`src/rtl/nfc_pkg.sv`:
```
package nfc_pkg;
  localparam int AW = 4;
  localparam int HW = 16;
  localparam int NIRQ = 5;

  localparam logic [AW-1:0] A_CTRL  = 4'd0;
  localparam logic [AW-1:0] A_STAT  = 4'd1;
  localparam logic [AW-1:0] A_ISTAT = 4'd2;
  localparam logic [AW-1:0] A_IMASK = 4'd3;
  localparam logic [AW-1:0] A_CMD   = 4'd4;
  localparam logic [AW-1:0] A_ADDR  = 4'd5;
  localparam logic [AW-1:0] A_DWR   = 4'd6;
  localparam logic [AW-1:0] A_DRD   = 4'd7;
  localparam logic [AW-1:0] A_RDATA = 4'd8;
  localparam logic [AW-1:0] A_RST   = 4'd9;
  localparam logic [AW-1:0] A_PGCTL = 4'd10;

  typedef enum logic [1:0] {K_CMD = 2'd0, K_ADDR = 2'd1, K_DATA = 2'd2, K_READ = 2'd3} nfc_kind_e;

  typedef struct packed {
    nfc_kind_e  kind;
    logic [7:0] val;
  } nfc_entry_t;

  typedef enum logic [1:0] {S_IDLE = 2'd0, S_STROBE = 2'd1, S_HOLD = 2'd2} nfc_seq_e;
endpackage

```
`src/rtl/nfc_wbuf.sv`:
```
module nfc_wbuf
  import nfc_pkg::*;
#(
  parameter int DEPTH = 4
) (
  input  logic       clk,
  input  logic       rst,
  input  logic       push,
  input  nfc_entry_t din,
  input  logic       pop,
  output nfc_entry_t head,
  output logic       full,
  output logic       empty,
  output logic       drained
);
  localparam int PW = (DEPTH > 1) ? $clog2(DEPTH) : 1;
  localparam int CW = $clog2(DEPTH + 1);
  localparam logic [PW-1:0] LAST = PW'(DEPTH - 1);
  localparam logic [CW-1:0] FULLC = CW'(DEPTH);

  nfc_entry_t      mem [DEPTH];
  logic [PW-1:0]   wp, rp;
  logic [CW-1:0]   cnt;
  logic            acc;

  assign full    = (cnt == FULLC);
  assign empty   = (cnt == '0);
  assign acc     = push && !full;
  assign drained = pop && full;
  assign head    = mem[rp];

  always_ff @(posedge clk) begin
    if (acc) mem[wp] <= din;
  end

  always_ff @(posedge clk) begin
    if (rst) begin
      wp  <= '0;
      rp  <= '0;
      cnt <= '0;
    end else begin
      if (acc) wp <= (wp == LAST) ? '0 : wp + 1'b1;
      if (pop) rp <= (rp == LAST) ? '0 : rp + 1'b1;
      case ({acc, pop})
        2'b10:   cnt <= cnt + 1'b1;
        2'b01:   cnt <= cnt - 1'b1;
        default: cnt <= cnt;
      endcase
    end
  end
endmodule

```
`src/rtl/nfc_seq.sv`:
```
module nfc_seq
  import nfc_pkg::*;
#(
  parameter int DLY_W = 4
) (
  input  logic             clk,
  input  logic             rst,
  input  logic             head_vld,
  input  nfc_entry_t       head,
  input  logic             rdy,
  input  logic [DLY_W-1:0] wr_dly,
  input  logic [DLY_W-1:0] rd_dly,
  output logic             pop,
  output logic             fl_ce_n,
  output logic             fl_cle,
  output logic             fl_ale,
  output logic             fl_we_n,
  output logic             fl_re_n,
  output logic [7:0]       fl_dout,
  output logic             fl_doe,
  input  logic [7:0]       fl_din,
  output logic             rd_done,
  output logic [7:0]       rd_byte
);
  nfc_seq_e         st;
  logic [DLY_W-1:0] cnt;
  logic             is_rd;
  logic             head_rd;

  assign head_rd = (head.kind == K_READ);
  assign pop     = (st == S_IDLE) && head_vld && (!head_rd || rdy);

  always_ff @(posedge clk) begin
    if (rst) begin
      st      <= S_IDLE;
      cnt     <= '0;
      is_rd   <= 1'b0;
      fl_ce_n <= 1'b1;
      fl_cle  <= 1'b0;
      fl_ale  <= 1'b0;
      fl_we_n <= 1'b1;
      fl_re_n <= 1'b1;
      fl_dout <= '0;
      fl_doe  <= 1'b0;
      rd_done <= 1'b0;
      rd_byte <= '0;
    end else begin
      rd_done <= 1'b0;
      case (st)
        S_IDLE: begin
          if (pop) begin
            st      <= S_STROBE;
            cnt     <= head_rd ? rd_dly : wr_dly;
            is_rd   <= head_rd;
            fl_ce_n <= 1'b0;
            fl_cle  <= (head.kind == K_CMD);
            fl_ale  <= (head.kind == K_ADDR);
            fl_we_n <= head_rd;
            fl_re_n <= !head_rd;
            fl_dout <= head.val;
            fl_doe  <= !head_rd;
          end
        end
        S_STROBE: begin
          if (cnt == '0) begin
            st      <= S_HOLD;
            fl_we_n <= 1'b1;
            fl_re_n <= 1'b1;
            if (is_rd) begin
              rd_byte <= fl_din;
              rd_done <= 1'b1;
            end
          end else begin
            cnt <= cnt - 1'b1;
          end
        end
        S_HOLD: begin
          st      <= S_IDLE;
          fl_cle  <= 1'b0;
          fl_ale  <= 1'b0;
          fl_doe  <= 1'b0;
          fl_ce_n <= 1'b1;
        end
        default: st <= S_IDLE;
      endcase
    end
  end
endmodule

```
`src/rtl/nfc_irq.sv`:
```
module nfc_irq
  import nfc_pkg::*;
(
  input  logic            clk,
  input  logic            rst,
  input  logic [NIRQ-1:0] set,
  input  logic            clr_we,
  input  logic [NIRQ-1:0] clr_bits,
  input  logic            mask_we,
  input  logic [NIRQ-1:0] mask_bits,
  output logic [NIRQ-1:0] istat,
  output logic [NIRQ-1:0] imask,
  output logic            irq
);
  logic [NIRQ-1:0] clr;

  assign clr = clr_we ? clr_bits : '0;

  always_ff @(posedge clk) begin
    if (rst) begin
      istat <= '0;
      imask <= '0;
      irq   <= 1'b0;
    end else begin
      istat <= (istat & ~clr) | set;
      if (mask_we) imask <= mask_bits;
      irq <= |(istat & imask);
    end
  end
endmodule

```
`src/rtl/nfc_host_frontend.sv`:
```
module nfc_host_frontend
  import nfc_pkg::*;
#(
  parameter int WB_DEPTH   = 4,
  parameter int DLY_W      = 4,
  parameter int RST_CYCLES = 8
) (
  input  logic          clk,
  input  logic          rst,
  input  logic          host_wr,
  input  logic          host_rd,
  input  logic [AW-1:0] host_addr,
  input  logic [HW-1:0] host_wdata,
  output logic [HW-1:0] host_rdata,
  output logic          irq,
  output logic          fl_ce_n,
  output logic          fl_cle,
  output logic          fl_ale,
  output logic          fl_we_n,
  output logic          fl_re_n,
  output logic [7:0]    fl_dout,
  output logic          fl_doe,
  input  logic [7:0]    fl_din,
  input  logic          fl_rdy,
  input  logic          pg_done,
  output logic          pg_rd_go,
  output logic          pg_wr_go,
  output logic          ecc_clr,
  output logic          cfg_page512
);
  localparam int RD_LO = 4;
  localparam int WR_LO = RD_LO + DLY_W;
  localparam int RCW   = (RST_CYCLES > 1) ? $clog2(RST_CYCLES) : 1;
  localparam logic [RCW-1:0] RST_LAST = RCW'(RST_CYCLES - 1);

  // control fields
  logic             c_psz, c_wide;
  logic [DLY_W-1:0] c_rd_dly, c_wr_dly;

  // ready pin tracking
  logic rdy_q, rdy_qq;

  // write buffer
  logic       wb_push, wb_full, wb_empty, wb_drained, wb_pop;
  nfc_entry_t wb_din, wb_head;

  // sequencer results
  logic       rd_done;
  logic [7:0] rd_byte;

  // page / reset
  logic           pg_rd_pend, pg_wr_pend;
  logic           rst_busy;
  logic [RCW-1:0] rst_cnt;

  // interrupt
  logic [NIRQ-1:0] istat, imask, irq_set;

  logic wr_ctrl, wr_istat, wr_imask, wr_rst, wr_pg;

  assign wr_ctrl  = host_wr && (host_addr == A_CTRL);
  assign wr_istat = host_wr && (host_addr == A_ISTAT);
  assign wr_imask = host_wr && (host_addr == A_IMASK);
  assign wr_rst   = host_wr && (host_addr == A_RST);
  assign wr_pg    = host_wr && (host_addr == A_PGCTL);

  always_comb begin
    wb_push     = 1'b0;
    wb_din.kind = K_DATA;
    wb_din.val  = host_wdata[7:0];
    if (host_wr) begin
      case (host_addr)
        A_CMD:   begin wb_push = 1'b1; wb_din.kind = K_CMD;  end
        A_ADDR:  begin wb_push = 1'b1; wb_din.kind = K_ADDR; end
        A_DWR:   begin wb_push = 1'b1; wb_din.kind = K_DATA; end
        A_DRD:   begin wb_push = 1'b1; wb_din.kind = K_READ; wb_din.val = 8'h00; end
        default: wb_push = 1'b0;
      endcase
    end
  end

  nfc_wbuf #(.DEPTH(WB_DEPTH)) u_wbuf (
    .clk     (clk),
    .rst     (rst),
    .push    (wb_push),
    .din     (wb_din),
    .pop     (wb_pop),
    .head    (wb_head),
    .full    (wb_full),
    .empty   (wb_empty),
    .drained (wb_drained)
  );

  nfc_seq #(.DLY_W(DLY_W)) u_seq (
    .clk      (clk),
    .rst      (rst),
    .head_vld (!wb_empty),
    .head     (wb_head),
    .rdy      (rdy_q),
    .wr_dly   (c_wr_dly),
    .rd_dly   (c_rd_dly),
    .pop      (wb_pop),
    .fl_ce_n  (fl_ce_n),
    .fl_cle   (fl_cle),
    .fl_ale   (fl_ale),
    .fl_we_n  (fl_we_n),
    .fl_re_n  (fl_re_n),
    .fl_dout  (fl_dout),
    .fl_doe   (fl_doe),
    .fl_din   (fl_din),
    .rd_done  (rd_done),
    .rd_byte  (rd_byte)
  );

  assign irq_set = {pg_done && pg_wr_pend, rd_done, wb_drained,
                    wb_push && wb_full, rdy_q && !rdy_qq};

  nfc_irq u_irq (
    .clk       (clk),
    .rst       (rst),
    .set       (irq_set),
    .clr_we    (wr_istat),
    .clr_bits  (host_wdata[NIRQ-1:0]),
    .mask_we   (wr_imask),
    .mask_bits (host_wdata[NIRQ-1:0]),
    .istat     (istat),
    .imask     (imask),
    .irq       (irq)
  );

  assign ecc_clr     = rst_busy;
  assign cfg_page512 = c_psz;

  always_ff @(posedge clk) begin
    if (rst) begin
      c_psz      <= 1'b0;
      c_wide     <= 1'b0;
      c_rd_dly   <= '0;
      c_wr_dly   <= '0;
      rdy_q      <= 1'b1;
      rdy_qq     <= 1'b1;
      pg_rd_pend <= 1'b0;
      pg_wr_pend <= 1'b0;
      pg_rd_go   <= 1'b0;
      pg_wr_go   <= 1'b0;
      rst_busy   <= 1'b0;
      rst_cnt    <= '0;
    end else begin
      rdy_q  <= fl_rdy;
      rdy_qq <= rdy_q;
      if (wr_ctrl) begin
        c_psz    <= host_wdata[0];
        c_wide   <= host_wdata[1];
        c_rd_dly <= host_wdata[RD_LO +: DLY_W];
        c_wr_dly <= host_wdata[WR_LO +: DLY_W];
      end
      pg_rd_go <= wr_pg && host_wdata[0];
      pg_wr_go <= wr_pg && host_wdata[1];
      if (pg_done) begin
        pg_rd_pend <= 1'b0;
        pg_wr_pend <= 1'b0;
      end
      if (wr_pg && host_wdata[0]) pg_rd_pend <= 1'b1;
      if (wr_pg && host_wdata[1]) pg_wr_pend <= 1'b1;
      if (rst_busy) begin
        if (rst_cnt == '0) rst_busy <= 1'b0;
        else               rst_cnt  <= rst_cnt - 1'b1;
      end else if (wr_rst && host_wdata[0]) begin
        rst_busy <= 1'b1;
        rst_cnt  <= RST_LAST;
      end
    end
  end

  always_ff @(posedge clk) begin
    if (rst) begin
      host_rdata <= '0;
    end else if (host_rd) begin
      host_rdata <= '0;
      case (host_addr)
        A_CTRL: begin
          host_rdata[0] <= c_psz;
          host_rdata[1] <= c_wide;
          host_rdata[RD_LO +: DLY_W] <= c_rd_dly;
          host_rdata[WR_LO +: DLY_W] <= c_wr_dly;
        end
        A_STAT:  host_rdata[4:0] <= {wb_empty, pg_rd_pend, pg_wr_pend, wb_full, rdy_q};
        A_ISTAT: host_rdata[NIRQ-1:0] <= istat;
        A_IMASK: host_rdata[NIRQ-1:0] <= imask;
        A_RDATA: host_rdata[7:0] <= rd_byte;
        A_RST:   host_rdata[0] <= rst_busy;
        A_PGCTL: host_rdata[1:0] <= {pg_wr_pend, pg_rd_pend};
        default: host_rdata <= '0;
      endcase
    end
  end
endmodule

```
`config.mk`:
```
export PLATFORM = sky130hd
export DESIGN_NAME = nfc_host_frontend
export DESIGN_NICKNAME = d
export VERILOG_FILES = /design/src/rtl/nfc_pkg.sv /design/src/rtl/nfc_wbuf.sv /design/src/rtl/nfc_seq.sv /design/src/rtl/nfc_irq.sv /design/src/rtl/nfc_host_frontend.sv
export SDC_FILE = /design/constraint.sdc
export NUM_CORES = 1
export LEC_CHECK = 0
export ABC_AREA = 0
export CORE_MARGIN = 3
export CORE_UTILIZATION = 50
export CTS_BUF_LIST = sky130_fd_sc_hd__clkbuf_4 sky130_fd_sc_hd__clkbuf_8
export CTS_CLUSTER_DIAMETER = 100
export DETAILED_ROUTE_END_ITERATION = 16
export DONT_BUFFER_PORTS = 1
export GPL_ROUTABILITY_DRIVEN = 0
export PLACE_DENSITY_LB_ADDON = 0.12
export SKIP_CTS_REPAIR_TIMING = 1
export SYNTH_ARGS = -nofsm -noshare
export SYNTH_HDL_FRONTEND = slang
export SYNTH_SLANG_ARGS = --single-unit
```
`constraint.sdc`:
```
create_clock -name clk -period 3.5 [get_ports clk]
set_input_delay 0.525 -clock clk [delete_from_list [all_inputs] [get_ports clk]]
set_output_delay 0.525 -clock clk [all_outputs]
set_load 0.02 [all_outputs]
```
# After elaboration in Yosys (flattened, before gate mapping)
# Memory sizes are Yosys's and may differ from the RTL's. A register that Yosys moved wholly into a read port is not among the register bits.
# Cells that the tools add are included.
# op_classes
eq_ne	23
reduce_logical	42
n_mux	48
bitwise_logic	6
add_sub_neg	6
# ops
operator	count
two-way mux 1 bit	17
equality test 4 x 3 -> 1 bit, second input constant	4
two-way mux 4 bit	4
logical AND 1 bit	15
equality test 4 bit, second input constant	3
two-way mux 2 bit	6
one-hot mux 1 bit (2 select lines)	6
one-hot mux 3 bit (2 select lines)	2
nonzero test 2 bit	6
AND 5 bit	2
equality test 2 bit, second input constant	5
two-way mux 10 bit	1
two-way mux 3 bit	3
AND reduction 3 bit	3
equality test 4 x 2 -> 1 bit, second input constant	2
zero test 4 bit	2
two-way mux 8 bit	1
one-hot mux 2 bit (4 select lines)	1
one-hot mux 4 bit (2 select lines)	1
AND reduction 2 bit	4
one-hot mux 1 bit (7 select lines)	1
equality test 2 x 1 -> 1 bit, second input constant	3
zero test 3 bit	2
!= test 2 bit, second input constant	3
21 further kinds	28
# word_totals
word_cells	157
ramBits	40
mem_count	1
out_inout_bits	35
reg_bits	80
inputBits	34
# mem_list
memory	depth	word_bits	rd	rd_ports_with_merged_regs	write_ports	line	text
u_wbuf.mem	4	10	1	1	1	nfc_wbuf.sv:21	nfc_entry_t mem [DEPTH];

# Depth between registers and ports, before layout
# Gate-level depths: netlist of the first run.
# logic_depth
depth_word	7
ltp_mapped	11
depth_no_buf	9

# Cells and area by module
# From an unflattened synthesis of the first run, not the netlist that was laid out.
# unflattened
cells_unflattened	467
hier_area_um2	5345.1
# by_module_without_submodules
mod	cells_per_inst	seq_area_each_um2	area_per_inst_um2	instances
nfc_wbuf	106	1381.3	1933.1	1
nfc_host_frontend	183	640.6	1744.2	1
nfc_seq	142	600.6	1256.2	1
nfc_irq	36	220.2	411.6	1

# Least setup slack after synthesis of the first run
# OpenSTA, ideal clock, no wires.
# synth_path
kind	register to register
start	reg with a tool-made name
end	reg u_wbuf.cnt[2]
n_path_buf	3
path_slack_ns	0.637
stages_incl_launch_ff	12
setup_time_ns	0.070
synth_period_minus_slack_ns	2.863
t_required_ns	3.430
t_arrival_ns	2.792
path_cell_list	dfxtp_1 -> buf_6 -> mux4_2 -> a311oi_2 -> buf_6 -> buf_8 -> ha_1 -> inv_1 -> fa_1 -> xor2_1 -> or3_1 -> a21oi_1
# synth_lines
element	line	text
end signal: assignment	nfc_wbuf.sv:45	2'b10: cnt <= cnt + 1'b1;
end signal: assignment	nfc_wbuf.sv:46	2'b01: cnt <= cnt - 1'b1;
end signal: assignment	nfc_wbuf.sv:47	default: cnt <= cnt;
end: declaration	nfc_wbuf.sv:23	logic [CW-1:0] cnt;

==> results of run 1 <==
==> metrics by stage <==
step                hold slack [ns]  area (um^2)  total power, mW
floorplan                    0.4108         5246            2.394
global placement             0.4362         5266            2.430
detailed placement           0.4472         5266            2.462
CTS                          0.1428         5734            3.926
global route                 0.1388         5734            4.088
finish                       0.1695         5734            3.889
==> power by group through the flow <==
stage	Sequential, mW	Clock [mW]	Combinational [mW]
after floorplan	1.73	0	0.663
after global placement	1.77	0	0.660
after detailed placement	1.77	0	0.690
after CTS	1.74	1.49	0.693
after global routing	1.76	1.56	0.771
final	1.74	1.46	0.689
==> cell usage after synthesis (3+ instances only) <==
cell type / count / area share (%)
nand3b_1: 4 / 0.57
nor2_1: 53 / 3.8
a31oi_1: 3 / 0.36
mux4_1: 6 / 3.0
a22oi_1: 5 / 0.72
dfxtp_1: 82 / 31
inv_1: 21 / 1.5
clkbuf_1: 20 / 1.4
o21ai_0: 17 / 1.6
buf_4: 4 / 0.57
nor2b_1: 9 / 1.1
nand2b_1: 13 / 1.6
and2_1: 11 / 1.3
or2_2: 5 / 0.60
nor3_1: 6 / 0.57
o21bai_1: 3 / 0.43
a211oi_1: 8 / 1.1
mux2i_1: 31 / 5.9
nand3_1: 6 / 0.57
nand2_1: 27 / 1.9
or4_1: 3 / 0.43
mux4_2: 6 / 2.6
ha_1: 9 / 2.2
and3_1: 6 / 0.72
a21oi_1: 37 / 3.5
edfxtp_1: 40 / 23
a21o_1: 3 / 0.43
==> logic make-up after synthesis <==
kind of cell	synth area share, %
and+or+nand+nor	16.28
DFF	54.30
AOI/OAI and AO/OA	9.847
buffers and inverters	4.947
muxes	11.52
adders and majority gates	2.534
xor gates and xnor gates	0.5020
other	0.07163
==> flip-flops by register name, summed over array words and instances (netlist names), 2 cells and up, named ones only <==
| register | cells |
|---|---|
| u_wbuf.wp | 2 |
| u_seq.rd_byte | 8 |
| u_irq.istat | 5 |
| u_irq.imask | 5 |
| c_wr_dly | 4 |
| u_seq.st | 2 |
| c_rd_dly | 4 |
| u_seq.cnt | 4 |
| u_wbuf.cnt | 3 |
| u_seq.fl_dout | 8 |
| u_wbuf.mem | 40 |
| host_rdata | 12 |
| u_wbuf.rp | 2 |
| rst_cnt | 3 |
==> cells in the final DEF, fill, tap and decap left out, drive strengths merged, types with 8 or more instances in the layout <==
cell type	instances
and2	11
clkbuf	18
inv	21
nand2b	13
edfxtp	40
ha	9
dfxtp	82
mux2i	31
o21ai	17
nor2	53
a21oi	37
mux4	12
nand2	27
clkinv	8
nor2b	9
a211oi	8
==> worst reg2reg max path, stage by stage (launching register included) <==
cell      delay, ns
dfxtp_1        0.55
mux4_2         0.67
a311oi_4       0.37
ha_1           0.25
inv_1          0.07
fa_1           0.38
xor2_1         0.16
or3_1          0.31
a21oi_1        0.14
==> per-layer routing <==
metal  GRT usage (%)  vias up  wire length [um]
met5               0        -                 0
met2           29.26       85              5111
met4           5.681        0                68
li1                -     1683                 -
met3           6.209        7               651
met1           25.65     1637              4671
==> path summary, 6_finish.rpt <==
kind                                from                to  slack [ns]  depth (start not counted)
worst max-delay path            register     u_wbuf.cnt[2]        0.53                          8
worst min-delay path                 rst  u_seq.fl_dout[7]        0.17                          1
worst min register to register    c_wide            c_wide        0.46                          2
worst max register to register  register     u_wbuf.cnt[2]        0.53                          8
==> area by class of cell <==
class                   count  area, um^2
clock buffers              18       241.5
clock inverters            14       226.5
fillers                   846        4220
inverters                  21       78.83
multi-input cells         307        2156
flip-flops and latches    122        2843
well taps                 133       166.4
repair buffers              3       22.52
==> impl_metrics.yaml, run 1 <==
outcome:
  status: "complete, no violations"
sta:
  rsz0062_at_grt: "false"
  worst_pin_slew_ns: 0.9704
  max_freq_mhz: 337.0
  slew_violations: 0
  timing.final.crit_share_pct: 84.79
  fin_skew_ns: 0.01179
  period_needed_ns: 2.968
  finalSetupViolCount: 0
  slew_headroom_pct: 34.40
  fin_ws_ns: 0.5322
  hold_viol: 0
  setup_tns_ns: 0
detailed_routing:
  antenna_left: 0
  drt_pre_antenna_iters: 4
  drtIter0Drc: 203
  vias_per_cell: 5.521
  finalWirelength_mm: 10.50
  drc: 0
  wl_per_cell_um: 16.99
  num_vias: 3412
cells_and_area:
  fin_nets: 516
  diodes: 0
  layout-drive-gt1-share_pct: 10.72
  syn_to_final_growth_pct: 9.536
  finalCoreUtilization_pct: 57.60
  final_cells: 618
placed_design:
  dp_slack_ns: 0.5292
  io_buffers: 0
  dp_hpwl_mm: 7.224
  dp.cells: 586
clocking:
  clock_latency_ns: 0.43
  cts.clk_slew.worst_paths_ns: 0.07
  cts_sinks: 122
  clockBufferDepth: 2
  htree_levels: 4
  cts_tree: "built"
  cts_made_buffers: 17
  cts_root_buffer: "clkbuf_8"
floorplanning:
  die_w_um: 108.3
  rows: 36
  core-area_um2: 9955
  dieArea_um2: 11730
  start_util_pct: 52.59
  die_y_um: 108.3
  num_io_pins: 69
grt:
  grt_pass1_vias: 3336
  grt_pass1_wl_mm: 16.90
  overflow: 0
  grt_util_all_layers_pct: 18.97
  grt_max_degree: 79
  antenna_found_initial: 0
power:
  pwr-share-seq_pct: 44.7
  switchingPower_mw: 1.074
  p_clk_share_pct: 37.5
  leakage_nw: 2.105
  p_int_mw: 2.815
  p_comb_share_pct: 17.7
  swShare_pct: 27.61
  power_density_nw_per_um2: 678.1
  irDropWorstVdd_mv: 0.4069
setup_path:
  cp_cell_sequence: "mux4_2 > a311oi_4 > ha_1 > inv_1 > fa_1 > xor2_1 > or3_1 > a21oi_1"
  critPathMaxStageDelay_ns: 0.67
  setup.worst_path.end_class: "register"
  path_buf_inv: 1
  cp.arrival_ns: 3.32
  critPathKind: "register to register"
  critPathSlowestCell: "mux4_2"
  worstPathRequired_ns: 3.85
  cp_max_fo: 9
  path_delay_family: "multiplexers"
  startpoint_type: "register"
synthesis:
  synth_area_um2: 5235
  synth.avg_cell_area_um2: 10.93
  async_flop_share_pct: 0
  ys_ff_latch: 122
  synth_edf_count: 40
  netlist_instances: 479
  ys.flop_type: "dfxtp_1"
  ys_types: 60
  yosysWarnings: 0
  yosysSeqAreaShare_pct: 54.30
min_path:
  min_path_type: "input port to register"
flow_run:
  drv_cap: 0
Note: power is estimated with default switching activity, not from simulation.
==> run 2: changes to the inputs <==
--- a/config.mk
+++ b/config.mk
@@ -5,7 +5,7 @@
 export SDC_FILE = /design/constraint.sdc
 export NUM_CORES = 1
 export LEC_CHECK = 0
-export ABC_AREA = 0
+export ABC_AREA = 1
 export CORE_MARGIN = 3
 export CORE_UTILIZATION = 50
 export CTS_BUF_LIST = sky130_fd_sc_hd__clkbuf_4 sky130_fd_sc_hd__clkbuf_8
==> constraint.sdc (replaced) <==
create_clock -name clk -period 2.47 [get_ports clk]
set_input_delay 0.3705 -clock clk [delete_from_list [all_inputs] [get_ports clk]]
set_output_delay 0.3705 -clock clk [all_outputs]
set_load 0.02 [all_outputs]
==> run 2 against run 1 <==
Net effect: combinational power rose by 97%; count of clock-buffer cells in the layout rose by 1; sequential share of layout area fell by 0.85 points; via count rose by 22%; sequential power rose by 44%; clock power rose by 36%; largest power group unchanged.
==> impl_metrics.yaml, run 2 <==
sta:
  timing.final.crit_share_pct: 90.42
  fin_skew_ns: 0.01485
  hold_viol: 0
  max_freq_mhz: 447.7
  slew_violations: 0
  finalSetupViolCount: 0
  slew_headroom_pct: 48.07
  period_needed_ns: 2.233
  setup_tns_ns: 0
  rsz0062_at_grt: "false"
  worst_pin_slew_ns: 0.7764
clocking:
  htree_levels: 4
  cts_root_buffer: "clkbuf_8"
  cts_sinks: 122
  clockBufferDepth: 2
  cts.clk_slew.worst_paths_ns: 0.08
  cts_tree: "built"
  clock_latency_ns: 0.42
  cts_made_buffers: 17
synthesis:
  async_flop_share_pct: 0
  yosysSeqAreaShare_pct: 54.37
  netlist.top_cell.by_area: "dfxtp_1"
  ys.flop_type: "dfxtp_1"
  synth_edf_count: 40
  synth_area_um2: 5229
  synth_top_area_share_pct: 31.40
  synth.avg_cell_area_um2: 8.406
  ys_types: 36
  synthTopCellsByArea: "dfxtp_1 (31%), edfxtp_1 (23%), nand2_1 (6.6%)"
  yosysWarnings: 0
  netlist_instances: 622
  yosysMostFrequentCell: "nand2_1"
  ys_ff_latch: 122
  synth_common_cells: "nand2_1 (92), nor2_1 (83), dfxtp_1 (82)"
setup_path:
  cp_cell_sequence: "buf_6 > nand2_1 > nand2_1 > nand2_1 > nand2_2 > nand3_4 > nand2_4 > clkinv_8 > ha_1 > inv_1 > fa_1 > a21oi_1 > o21ai_1 > o21ai_1 > a21oi_1"
  ff2ff_setup_slack_ns: 0.24
  cpMostUsedCell: "nand2_1"
  critPathKind: "register to register"
  path_buf_inv: 3
  r2r_end: "u_wbuf.cnt[2]"
  cp.arrival_ns: 2.54
  setup.worst_path.end_class: "register"
  worstPathRequired_ns: 2.77
  r2r.worst_path.cells: 15
  critPathSlowestCell: "fa_1"
  path_delay_family: "simple AND/OR/NAND/NOR gates"
  cp_max_fo: 14
  startpoint_type: "register"
  critPathMaxStageDelay_ns: 0.38
cells_and_area:
  finalCoreUtilization_pct: 58.66
  layout-drive-gt1-share_pct: 9.922
  final_cells: 778
  fin_nets: 676
  syn_to_final_growth_pct: 11.68
  largest_register_ffs: 40
  diodes: 0
  largestRegisters: "u_wbuf.mem x40, host_rdata x12"
  top_register: "u_wbuf.mem"
  final_cell_mix: "nand2_1 (92), nor2_1 (83), dfxtp_1 (80), inv_1 (75), o21ai_0 (57)"
  layout_commonest_cell: "nand2_1"
detailed_routing:
  num_vias: 4148
  antenna_left: 0
  vias_per_cell: 5.332
  drt_pre_antenna_iters: 5
  drc: 0
  finalWirelength_mm: 11.99
  drtIter0Drc: 325
  wl_per_cell_um: 15.40
power:
  swShare_pct: 33.39
  pwr-share-seq_pct: 42.8
  switchingPower_mw: 1.951
  p_comb_share_pct: 23.2
  power_mw: 5.843
  p_clk_share_pct: 34.0
  p_int_mw: 3.892
  leakage_nw: 2.301
  irDropWorstVdd_mv: 0.6043
  power_density_nw_per_um2: 1001
floorplanning:
  die_w_um: 108.3
  start_util_pct: 52.53
  dieArea_um2: 11720
  num_io_pins: 69
  die_y_um: 108.3
  core-area_um2: 9955
  rows: 36
min_path:
  min_path_type: "input port to register"
  worstHoldStart: "rst"
  holdPathEnd: "pg_wr_go"
  hold_path_depth: 1
grt:
  grt_pass1_vias: 3931
  grt_max_degree: 43
  grt_util_all_layers_pct: 21.00
  antenna_found_initial: 0
  grt_pass1_wl_mm: 19.17
  overflow: 0
flow_run:
  drv_cap: 0
outcome:
  status: "complete, no violations"
placed_design:
  dp.cells: 743
  io_buffers: 0
  dp_hpwl_mm: 8.258
==> run 2: changes by cell type in the layout (fill, tap and decap cells not counted), moves of 13 or more <==
cell,change
a21oi_1,+16
inv_1,+54
mux2i_1,-31
nand2_1,+65
nand2b_1,-13
nand3_1,+41
nor2_1,+30
o21ai_0,+40
==> run 2: power by group through the flow <==
stage               clock (mW)  combinational [mW]  sequential [mW]
floorplan                    0                1.13             2.50
global placement             0                1.28             2.53
detailed placement           0                1.32             2.54
CTS                       2.01                1.32             2.50
global route              2.10                1.58             2.53
finish                    1.99                1.36             2.50
==> run 2: worst max path at each step <==
stage	start	end	slack (ns)	cells after the start
after floorplan	register	u_wbuf.cnt[2]	0.27	17
final	register	u_wbuf.cnt[2]	0.24	15
after CTS	register	u_wbuf.cnt[2]	0.09	15
after global routing	register	u_wbuf.cnt[2]	0.02	15
after global placement	register	u_wbuf.cnt[2]	0.22	14
after detailed placement	register	u_wbuf.cnt[2]	0.14	13
==> run 2: area by class of cell <==
class	instances	area, um^2
repair buffers	16	131.4
flip-flops and latches	122	2845
well taps	133	166.4
multi-input cells	398	1941
clock inverters	13	190.2
clock buffers	19	261.5
inverters	77	304.0
fillers	910	4115
==> run 2: cells by family (layout without fill, tap and decap cells) <==
logic type / Yosys count / in the layout / share of synthesized area, %
and+or+nand+nor: 243 / 243 / 19.93
AOI/OAI and AO/OA: 140 / 140 / 14.19
DFF: 122 / 122 / 54.37
buffers and inverters: 105 / 125 / 8.734
adders and majority gates: 10 / 10 / 2.537
other: 1 / 4 / 0.07172
xor gates and xnor gates: 1 / 1 / 0.1675
==> run 2: metal layers <==
| metal | wire (um) | global-route usage, % | up-vias |
|---|---|---|---|
| met1 | 5505 | 27.52 | 1954 |
| met5 | 0 | 0 | - |
| met4 | 133 | 5.681 | 0 |
| li1 | - | - | 2071 |
| met2 | 5572 | 33.39 | 112 |
| met3 | 774 | 7.164 | 11 |
==> run 2: through the flow <==
step / worst slack, ns / cell area, um^2 / hold slack, ns
6_report: 0.2366 / 5839 / 0.02381
5_1_grt: 0.02469 / 5839 / 0.003998
4_1_cts: 0.08920 / 5791 / -0.004374
3_5_place_dp: 0.1391 / 5339 / 0.4271
3_3_place_gp: 0.2212 / 5339 / 0.4238
2_1_floorplan: 0.2734 / 5240 / 0.4153
